File: src/rtl/fsel_pkg.sv
package fsel_pkg;
  localparam int FRAME_BITS  = 20;
  localparam int LOC_W       = 5;
  localparam int FB_W        = 8;
  localparam int PD_W        = 2;
  localparam int ENTRY_W     = FB_W + 1 + PD_W;
  localparam int NUM_A       = 16;
  localparam int NUM_B       = 4;
  localparam int NUM_ENTRIES = NUM_A + NUM_B;
  localparam int RB_CNT_W    = $clog2(ENTRY_W + 1);
  localparam int BIT_CNT_W   = $clog2(FRAME_BITS);

  typedef struct packed {
    logic [PD_W-1:0] post_div;
    logic            bypass;
    logic [FB_W-1:0] fb;
  } entry_t;
endpackage

File: src/rtl/fsel_sync.sv
module fsel_sync #(
  parameter int STAGES = 2,
  parameter int W      = 2
) (
  input  logic         clk_i,
  input  logic         rst_ni,
  input  logic [W-1:0] d_i,
  output logic [W-1:0] q_o
);
  logic [W-1:0] stage_q [STAGES];

  for (genvar s = 0; s < STAGES; s++) begin : g_stage
    always_ff @(posedge clk_i or negedge rst_ni) begin
      if (!rst_ni) stage_q[s] <= '0;
      else if (s == 0) stage_q[s] <= d_i;
      else stage_q[s] <= stage_q[(s == 0) ? 0 : s-1];
    end
  end

  assign q_o = stage_q[STAGES-1];
endmodule

File: src/rtl/fsel_idle_timer.sv
module fsel_idle_timer #(
  parameter int IDLE_CYCLES = 5_000_000
) (
  input  logic clk_i,
  input  logic rst_ni,
  input  logic kick_i,
  output logic busy_o,
  output logic expire_o
);
  localparam int TW = $clog2(IDLE_CYCLES + 1);
  localparam logic [TW-1:0] LOAD = TW'(IDLE_CYCLES);

  logic [TW-1:0] left_q;

  always_ff @(posedge clk_i or negedge rst_ni) begin
    if (!rst_ni)               left_q <= '0;
    else if (kick_i)           left_q <= LOAD;
    else if (left_q != '0)     left_q <= left_q - 1'b1;
  end

  assign busy_o   = (left_q != '0);
  assign expire_o = !kick_i && (left_q == TW'(1));
endmodule

File: src/rtl/fsel_frame_shift.sv
module fsel_frame_shift
  import fsel_pkg::*;
(
  input  logic               clk_i,
  input  logic               rst_ni,
  input  logic               rise_i,
  input  logic               din_i,
  input  logic               clr_i,
  input  logic [ENTRY_W-1:0] tbl_rdata_i,
  output logic               tbl_we_o,
  output logic               tbl_re_o,
  output logic [LOC_W-1:0]   tbl_addr_o,
  output logic [ENTRY_W-1:0] tbl_wdata_o,
  output logic               sdo_o
);
  localparam logic [BIT_CNT_W-1:0] LAST_BIT = BIT_CNT_W'(FRAME_BITS - 1);
  localparam logic [LOC_W-1:0]     LAST_LOC = LOC_W'(NUM_ENTRIES - 1);
  localparam logic [RB_CNT_W-1:0]  RB_LEN   = RB_CNT_W'(ENTRY_W);

  logic [FRAME_BITS-1:0] sr_q, full;
  logic [BIT_CNT_W-1:0]  cnt_q;
  logic [RB_CNT_W-1:0]   rb_left_q;
  logic [ENTRY_W-1:0]    rb_q;
  logic                  sdo_q, we_q, re_q;
  logic [LOC_W-1:0]      addr_q;
  logic [ENTRY_W-1:0]    wdata_q;

  logic                  start_b, rd_b, frame_ok, frame_end;
  logic [LOC_W-1:0]      loc;
  logic [ENTRY_W-1:0]    payload;
  logic [1:0]            stops;

  assign full      = {din_i, sr_q[FRAME_BITS-1:1]};
  assign start_b   = full[0];
  assign rd_b      = full[1];
  assign loc       = full[1+LOC_W:2];
  assign payload   = full[1+LOC_W+ENTRY_W:2+LOC_W];
  assign stops     = full[FRAME_BITS-1:FRAME_BITS-2];
  assign frame_ok  = !start_b && (stops == 2'b11) && (loc <= LAST_LOC);
  assign frame_end = (cnt_q == LAST_BIT);

  always_ff @(posedge clk_i or negedge rst_ni) begin
    if (!rst_ni) begin
      sr_q      <= '0;
      cnt_q     <= '0;
      rb_left_q <= '0;
      rb_q      <= '0;
      sdo_q     <= 1'b0;
      we_q      <= 1'b0;
      re_q      <= 1'b0;
      addr_q    <= '0;
      wdata_q   <= '0;
    end else begin
      we_q <= 1'b0;
      re_q <= 1'b0;
      if (re_q) rb_q <= tbl_rdata_i;
      if (clr_i) begin
        sr_q      <= '0;
        cnt_q     <= '0;
        rb_left_q <= '0;
        sdo_q     <= 1'b0;
      end else if (rise_i) begin
        if (rb_left_q != '0) begin
          // readback: present next entry bit
          sdo_q     <= rb_q[0];
          rb_q      <= rb_q >> 1;
          rb_left_q <= rb_left_q - 1'b1;
        end else begin
          sr_q <= full;
          if (frame_end) begin
            cnt_q <= '0;
            if (frame_ok) begin
              addr_q <= loc;
              if (rd_b) begin
                re_q      <= 1'b1;
                rb_left_q <= RB_LEN;
              end else begin
                we_q    <= 1'b1;
                wdata_q <= payload;
              end
            end
          end else begin
            cnt_q <= cnt_q + 1'b1;
          end
        end
      end
    end
  end

  assign tbl_we_o    = we_q;
  assign tbl_re_o    = re_q;
  assign tbl_addr_o  = addr_q;
  assign tbl_wdata_o = wdata_q;
  assign sdo_o       = sdo_q;
endmodule

File: src/rtl/ftab_serial_prog.sv
module ftab_serial_prog
  import fsel_pkg::*;
#(
  parameter int IDLE_CYCLES = 5_000_000,
  parameter int SYNC_STAGES = 2
) (
  input  logic               clk_i,
  input  logic               rst_ni,
  input  logic               sclk_i,
  input  logic               sdat_i,
  output logic               busy_o,
  output logic               sdo_o,
  output logic               tbl_we_o,
  output logic               tbl_re_o,
  output logic [LOC_W-1:0]   tbl_addr_o,
  output logic [ENTRY_W-1:0] tbl_wdata_o,
  input  logic [ENTRY_W-1:0] tbl_rdata_i
);
  logic [1:0] pins_s;
  logic       sclk_d_q, rise, expire;

  fsel_sync #(.STAGES(SYNC_STAGES), .W(2)) u_sync (
    .clk_i (clk_i),
    .rst_ni(rst_ni),
    .d_i   ({sclk_i, sdat_i}),
    .q_o   (pins_s)
  );

  always_ff @(posedge clk_i or negedge rst_ni) begin
    if (!rst_ni) sclk_d_q <= 1'b0;
    else         sclk_d_q <= pins_s[1];
  end

  assign rise = pins_s[1] && !sclk_d_q;

  fsel_idle_timer #(.IDLE_CYCLES(IDLE_CYCLES)) u_idle (
    .clk_i   (clk_i),
    .rst_ni  (rst_ni),
    .kick_i  (rise),
    .busy_o  (busy_o),
    .expire_o(expire)
  );

  fsel_frame_shift u_shift (
    .clk_i      (clk_i),
    .rst_ni     (rst_ni),
    .rise_i     (rise),
    .din_i      (pins_s[0]),
    .clr_i      (expire),
    .tbl_rdata_i(tbl_rdata_i),
    .tbl_we_o   (tbl_we_o),
    .tbl_re_o   (tbl_re_o),
    .tbl_addr_o (tbl_addr_o),
    .tbl_wdata_o(tbl_wdata_o),
    .sdo_o      (sdo_o)
  );
endmodule

File: config.mk
export PLATFORM = sky130hd
export DESIGN_NAME = ftab_serial_prog
export DESIGN_NICKNAME = d
export VERILOG_FILES = /design/src/rtl/fsel_pkg.sv /design/src/rtl/fsel_sync.sv /design/src/rtl/fsel_idle_timer.sv /design/src/rtl/fsel_frame_shift.sv /design/src/rtl/ftab_serial_prog.sv
export SDC_FILE = /design/constraint.sdc
export NUM_CORES = 1
export LEC_CHECK = 0
export ABC_AREA = 1
export BUFFER_PORTS_ARGS = -buffer_cell sky130_fd_sc_hd__buf_2
export CORE_ASPECT_RATIO = 1.25
export CORE_MARGIN = 2
export CORE_UTILIZATION = 30
export CTS_BUF_LIST = sky130_fd_sc_hd__clkbuf_2
export DETAILED_ROUTE_END_ITERATION = 16
export GPL_ROUTABILITY_DRIVEN = 0
export SLEW_MARGIN = 15
export SYNTH_ARGS = -nofsm -noshare
export SYNTH_HDL_FRONTEND = slang
export SYNTH_HIERARCHICAL = 1
export SYNTH_SLANG_ARGS = --single-unit
File: constraint.sdc
create_clock -name clk_i -period 2.3 [get_ports clk_i]
set_input_delay 0.69 -clock clk_i [delete_from_list [all_inputs] [get_ports clk_i]]
set_output_delay 0.69 -clock clk_i [all_outputs]
set_load 0.01 [all_outputs]
# Word-level counts from Yosys, hierarchy flattened
# Cells that the tools add are included.
dict set report op_classes {
  n_addsub 3
  n_mul 0
  n_shift 0
  eq_ne 4
  div 0
  n_reduce_logical 20
  muxes 34
  magnitude_cmp 1
  bitwise_logic 3
}
# cell count
set op_table {}
lappend op_table {{2-to-1 mux 20 bit} 3}
lappend op_table {{2-to-1 mux 23 bit} 2}
lappend op_table {{2-to-1 mux 11 bit} 4}
lappend op_table {{2-to-1 mux 4 bit} 6}
lappend op_table {{equality test 23 x 1 -> 1 bit (second input constant)} 1}
lappend op_table {{nonzero test 23 bit} 1}
lappend op_table {{subtractor 23 x 1 -> 23 bit (second input constant)} 1}
lappend op_table {{2-to-1 mux 5 bit} 4}
lappend op_table {{2-to-1 mux 1 bit} 15}
lappend op_table {{nonzero test 3 bit} 3}
lappend op_table {{AND reduction 6 bit} 1}
lappend op_table {{nonzero test 2 bit} 3}
lappend op_table {{adder 5 x 1 -> 5 bit (second input constant)} 1}
lappend op_table {{equality test 5 bit (second input constant)} 1}
lappend op_table {{<= comparator 5 bit (second input constant)} 1}
lappend op_table {{AND reduction 5 bit} 1}
lappend op_table {{logical AND 1 bit} 4}
lappend op_table {{AND reduction 2 bit} 2}
lappend op_table {{AND reduction 4 bit} 1}
lappend op_table {{nonzero test 4 bit} 1}
lappend op_table {{subtractor 4 x 1 -> 4 bit (second input constant)} 1}
lappend op_table {{logical NOT 1 bit} 3}
lappend op_table {{inverter 1 bit} 3}
lappend op_table {{equality test 2 bit (second input constant)} 1}
lappend op_table {{inequality test 2 bit (second input constant)} 1}
dict set report word_totals {
  memories 0
  rom_bits 0
  ramBits 0
  latch_bits 0
  register_bits 87
  out_inout_bits 20
}

# Longest topological paths before layout
dict set report logic_depth {
  ltp_word 8
  mapped_depth 15
}

# Hierarchy
# Netlist, hierarchy kept.
# module seq_area_each_um2 area_per_inst_um2 cells_per_inst instances
set by_module_without_submodules {}
lappend by_module_without_submodules {fsel_frame_shift 1451.4 2642.5 291 1}
lappend by_module_without_submodules {fsel_idle_timer 575.6 1472.7 206 1}
lappend by_module_without_submodules {fsel_sync 100.1 115.1 6 1}
lappend by_module_without_submodules {ftab_serial_prog 25.0 35.0 3 1}

# Worst setup path before layout
# No wires, ideal clock.
dict set report synth_timing {
  path_type {reg-to-reg}
  start {register u_sync.stage_q, in the netlist u_sync/q_o[1]}
  end {register u_shift.wdata_q[10] (netlist: u_shift/tbl_wdata_o[10])}
  setup_ns 0.118
  required_ns 2.182
  setup_slack_ns 0.264
  t_arrival_ns 1.917
  synth_period_minus_slack_ns 2.036
  n_path_buf 2
  path_stages_with_launch 16
  cell_sequence {dfrtp_1 -> buf_4 -> inv_1 -> nor2_2 -> inv_2 -> nand3_1 -> nor2_1 -> nand2_1 -> nor2_1 -> inv_4 -> nand2_1 -> nor3_2 -> nand2_2 -> buf_6 -> nand2_2 -> o21ai_2}
}
dict set report synth_between {
  elab_chain_len 5
}
# item line
set synth_lines {}
lappend synth_lines {{from (decl)} fsel_sync.sv:10} ;# logic [W-1:0] stage_q [STAGES];
lappend synth_lines {{from (signal, indexed assignment)} fsel_sync.sv:15} ;# else if (s == 0) stage_q[s] <= d_i;
lappend synth_lines {{from (signal, indexed assignment)} fsel_sync.sv:16} ;# else stage_q[s] <= stage_q[(s == 0) ? 0 : s-1];
lappend synth_lines {{logical AND 1 bit} ftab_serial_prog.sv:34} ;# assign rise = pins_s[1] && !sclk_d_q;
lappend synth_lines {{named net rise} ftab_serial_prog.sv:20} ;# logic sclk_d_q, rise, expire;
lappend synth_lines {{logical NOT 1 bit} fsel_idle_timer.sv:22} ;# assign expire_o = !kick_i && (left_q == TW'(1));
lappend synth_lines {{logical AND 1 bit} fsel_idle_timer.sv:22}
lappend synth_lines {{named net expire} ftab_serial_prog.sv:20}
lappend synth_lines {{inverter 1 bit (no source line)} n/a}
lappend synth_lines {{AND reduction 6 bit (no source line)} n/a}
lappend synth_lines {{to (signal assigned)} fsel_frame_shift.sv:79} ;# wdata_q <= payload;
lappend synth_lines {{to (decl)} fsel_frame_shift.sv:26} ;# logic [ENTRY_W-1:0] wdata_q;
# The timed path passes the listed nets, and every way through them passes these cells.
# A chain may end at the register's enable or synchronous reset.

# Final worst setup path
dict set report layout_timing {
  start {register u_idle.left_q[6]}
  end {output port busy_o}
}
dict set report layout_between {
  elab_chain_len 1
}
# item line
set layout_lines {}
lappend layout_lines {{from (decl)} fsel_idle_timer.sv:13} ;# logic [TW-1:0] left_q;
lappend layout_lines {{from (signal assigned)} fsel_idle_timer.sv:18} ;# else if (left_q != '0) left_q <= left_q - 1'b1;
lappend layout_lines {{nonzero test 23 bit} fsel_idle_timer.sv:21} ;# assign busy_o = (left_q != '0);
lappend layout_lines {{to (decl)} ftab_serial_prog.sv:11} ;# output logic busy_o,
# No other way between the ends.

==> results.ini <==
[sta]
hold_violations = 0
finalClockSkew_ps = 27.7
max_freq_ghz = 0.437
fin_crit_ps = 2290
rsz0062_at_grt = yes
worst_pin_slew_ps = 399
max_slew_margin = 0.734
setup_slack_ps = 12.1
setup_violations = 0
worst_hold_slack_ps = 272
post-route-period-util = 0.995
slew_viol_final = 0

[grt]
antenna_found_initial = 0
gr-total-overflow = 0
grt_pass1_wl_mm = 17.0
grt_pass1_vias = 3638
grtUsageTotal = 0.137
grt_max_degree = 36

[hold_path]
holdCritPathClass = in2reg
worst_hold_startpoint = sclk_i

[cells_and_area]
area_growth_pct = 20.4
final_common_cell = nand2_1
seq_area_mm2 = 0.00215
finish.utilization = 0.370
n_fill_cell = 1417
final_cell_mix = 105 x nand2_1, 85 x dfrtp_1, 56 x nor2_1
layout-drive-gt1-share = 0.292
multi_input_area_mm2 = 0.00181
diodes = 0
nets = 607

[clock_tree]
clock-root-buffer = clkbuf_2
htree_levels = 3
clk_pin_slew_ps = 230
insertion_delay_ps = 520
cts_tree = built
clockBufferDepth = 2
cts_buffers = 9
cts_num_sinks = 86

[floorplanning]
core_area_mm2 = 0.0139
ios = 35
die-area_mm2 = 0.0152
die_w_um = 111
fp.dieH_um = 137
start_util = 0.307
core.rowCount = 48

[drt]
via_count = 3562
wl_mm = 9.81
drtIter0Drc = 185
drc = 0
via_per_inst = 4.64
drtPass1Iterations = 4
ant_nets = 0
wire_per_inst_um = 12.8

[synthesis]
synth_top_cell_area_share = 0.505
ys_seq_area_frac = 0.505
synth-seq-cells = 86
synth_area_leaders = dfrtp_1 50%, nand2_1 9.5%, nor2_1 5.5%
syn_area_mm2 = 0.00427
synth_warnings = 6
syn_inst = 506
synth_top_cell_by_area = dfrtp_1
synthDistinctLibCells = 33
syn_nets = 526
avgSynthCellArea_um2 = 8.43

[power]
clkPwrFrac = 0.183
powerDensity_mw_per_mm2 = 809
p_int_uw = 2660
power_switching_uw = 1500
ir_drop_v = 0.000356
sw_frac_of_total = 0.360
p_leak_uw = 0.00253
power_frac_comb = 0.343
p_seq_frac = 0.474

[worst_setup_path]
worstSetupPathType = reg2out
crit_buf_inv = 1
cp_slowest_stage_delay_ps = 460
cp-start-kind = flop
crit_chain = nor2_2, nand2_2, nor2_8, nand3_4, buf_6
cp_top_family = simple AND/OR/NAND/NOR gates
cp.arrival_ps = 1600
slowest_stage = dfrtp_1
crit_start = u_idle/left_q[6]
cp-end-kind = output pin
r2r_start = u_idle/left_q[6]
crit_required_ps = 1610
cp_max_fo = 2

[outcome]
status = completed

[place]
port_buffers = 34
place_ws_ps = 238
place_hpwl_mm = 6.84

[job]
maxCapViolations = 0

-- state kept, by name (all words and copies together) (netlist names) --
signal and count:
sclk_d_q 1, u_shift/rb_left_q 4, u_shift/rb_q 11, u_sync/stage_q 2, u_shift/cnt_q 5, u_shift/tbl_we_o 1, u_sync/q_o 2, u_shift/tbl_wdata_o 11
u_shift/tbl_re_o 1, u_idle/left_q 23, u_shift/tbl_addr_o 5, u_shift/sr_q 19, u_shift/sdo_o 1
-- metrics by stage --
stage / cells / cell area [um2] / total power [uW] / setup TNS, ps
detailed placement: 714 / 4690 / 3170 / 0
floorplan: 506 / 4270 / 2850 / 0
global placement: 714 / 4690 / 3110 / 0
CTS: 754 / 5010 / 4130 / -55.0
global route: 767 / 5130 / 4500 / -229
finish: 767 / 5130 / 4150 / 0
-- cell families after synthesis --
family,count (synthesis),share of synthesized area
and+or+nand+nor,258,0.285
xor gates and xnor gates,3,0.00616
DFF,86,0.505
adders and majority gates,5,0.0147
buffers and inverters,80,0.0824
AOI/OAI and AO/OA,74,0.107
-- power groups by stage --
stage	combinational [uW]	sequential [uW]	clock [uW]
after CTS	1360	1980	800
after floorplan	881	1970	0
after global placement	1110	2000	0
after global routing	1620	2010	866
final	1420	1970	759
after detailed placement	1150	2020	0
-- final cells by class --
cell class | count | share of cell area
Sequential cell | 86 | 0.419
Clock buffer | 12 | 0.0117
Tap cell | 175 | 0.0427
Clock inverter | 4 | 0.00926
Multi-Input combinational cell | 340 | 0.352
Inverter | 66 | 0.0487
Timing Repair Buffer | 84 | 0.116
-- synth_stat cells --
cell type / number
a21o_1: 4
a21oi_1: 4
a21oi_2: 3
and2_1: 1
buf_2: 2
buf_4: 4
buf_6: 4
clkbuf_1: 3
clkbuf_2: 1
dfrtp_1: 86
ha_1: 5
inv_1: 57
inv_2: 8
inv_4: 1
nand2_1: 108
nand2_2: 12
nand2_4: 1
nand3_1: 37
nand3_4: 2
nand3b_1: 2
nand4_1: 9
nand4_2: 1
nor2_1: 63
nor2_2: 10
nor2_4: 4
nor2_8: 1
nor3_2: 2
o21ai_0: 31
o21ai_1: 3
o21ai_2: 11
o22ai_1: 18
or2_2: 5
xor2_1: 3
-- worst register-to-register path, cell delays in order, from the launching register on --
cell,delay (ps)
dfrtp_1,460
nor2_2,150
nand2_2,120
buf_4,160
nor2_1,110
nand2_1,80
nor2_2,210
nor2_1,120
nor2_1,110
nand3_1,190
nand2_1,190
nand2_1,70
nand2_1,60
-- path summary, 6_finish.rpt --
check / to / slack (ps) / depth (start not counted)
min in group asynchronous: u_idle/left_q[6] / 590 / 2
hold / removal: u_sync/stage_q[3] / 270 / 1
setup / recovery: busy_o / 10 / 5
hold reg to reg: u_sync/q_o[0] / 380 / 0
setup reg to reg: u_shift/rb_left_q[2] / 200 / 12
max in group asynchronous: u_idle/left_q[12] / 1140 / 3
-- per-layer routing --
metal	share of wire	vias to the layer above	GRT usage
met2	0.50	72	0.241
li1	-	1780	-
met4	0.020	0	0.0549
met1	0.45	1696	0.164
met5	0	-	0
met3	0.034	14	0.0286
-- what timing repair did --
item / 4_1_cts / 5_1_grt
resized for setup: 7 / 11
hold buffers: 0 / 1
hold endpoints to repair: 0 / 2
gates cloned: 0 / 0
buffers inserted: 24 / 12
pin swaps: 5 / 5
endpoints found under the setup margin: 1 / 10
(Power assumes the default switching activity.)
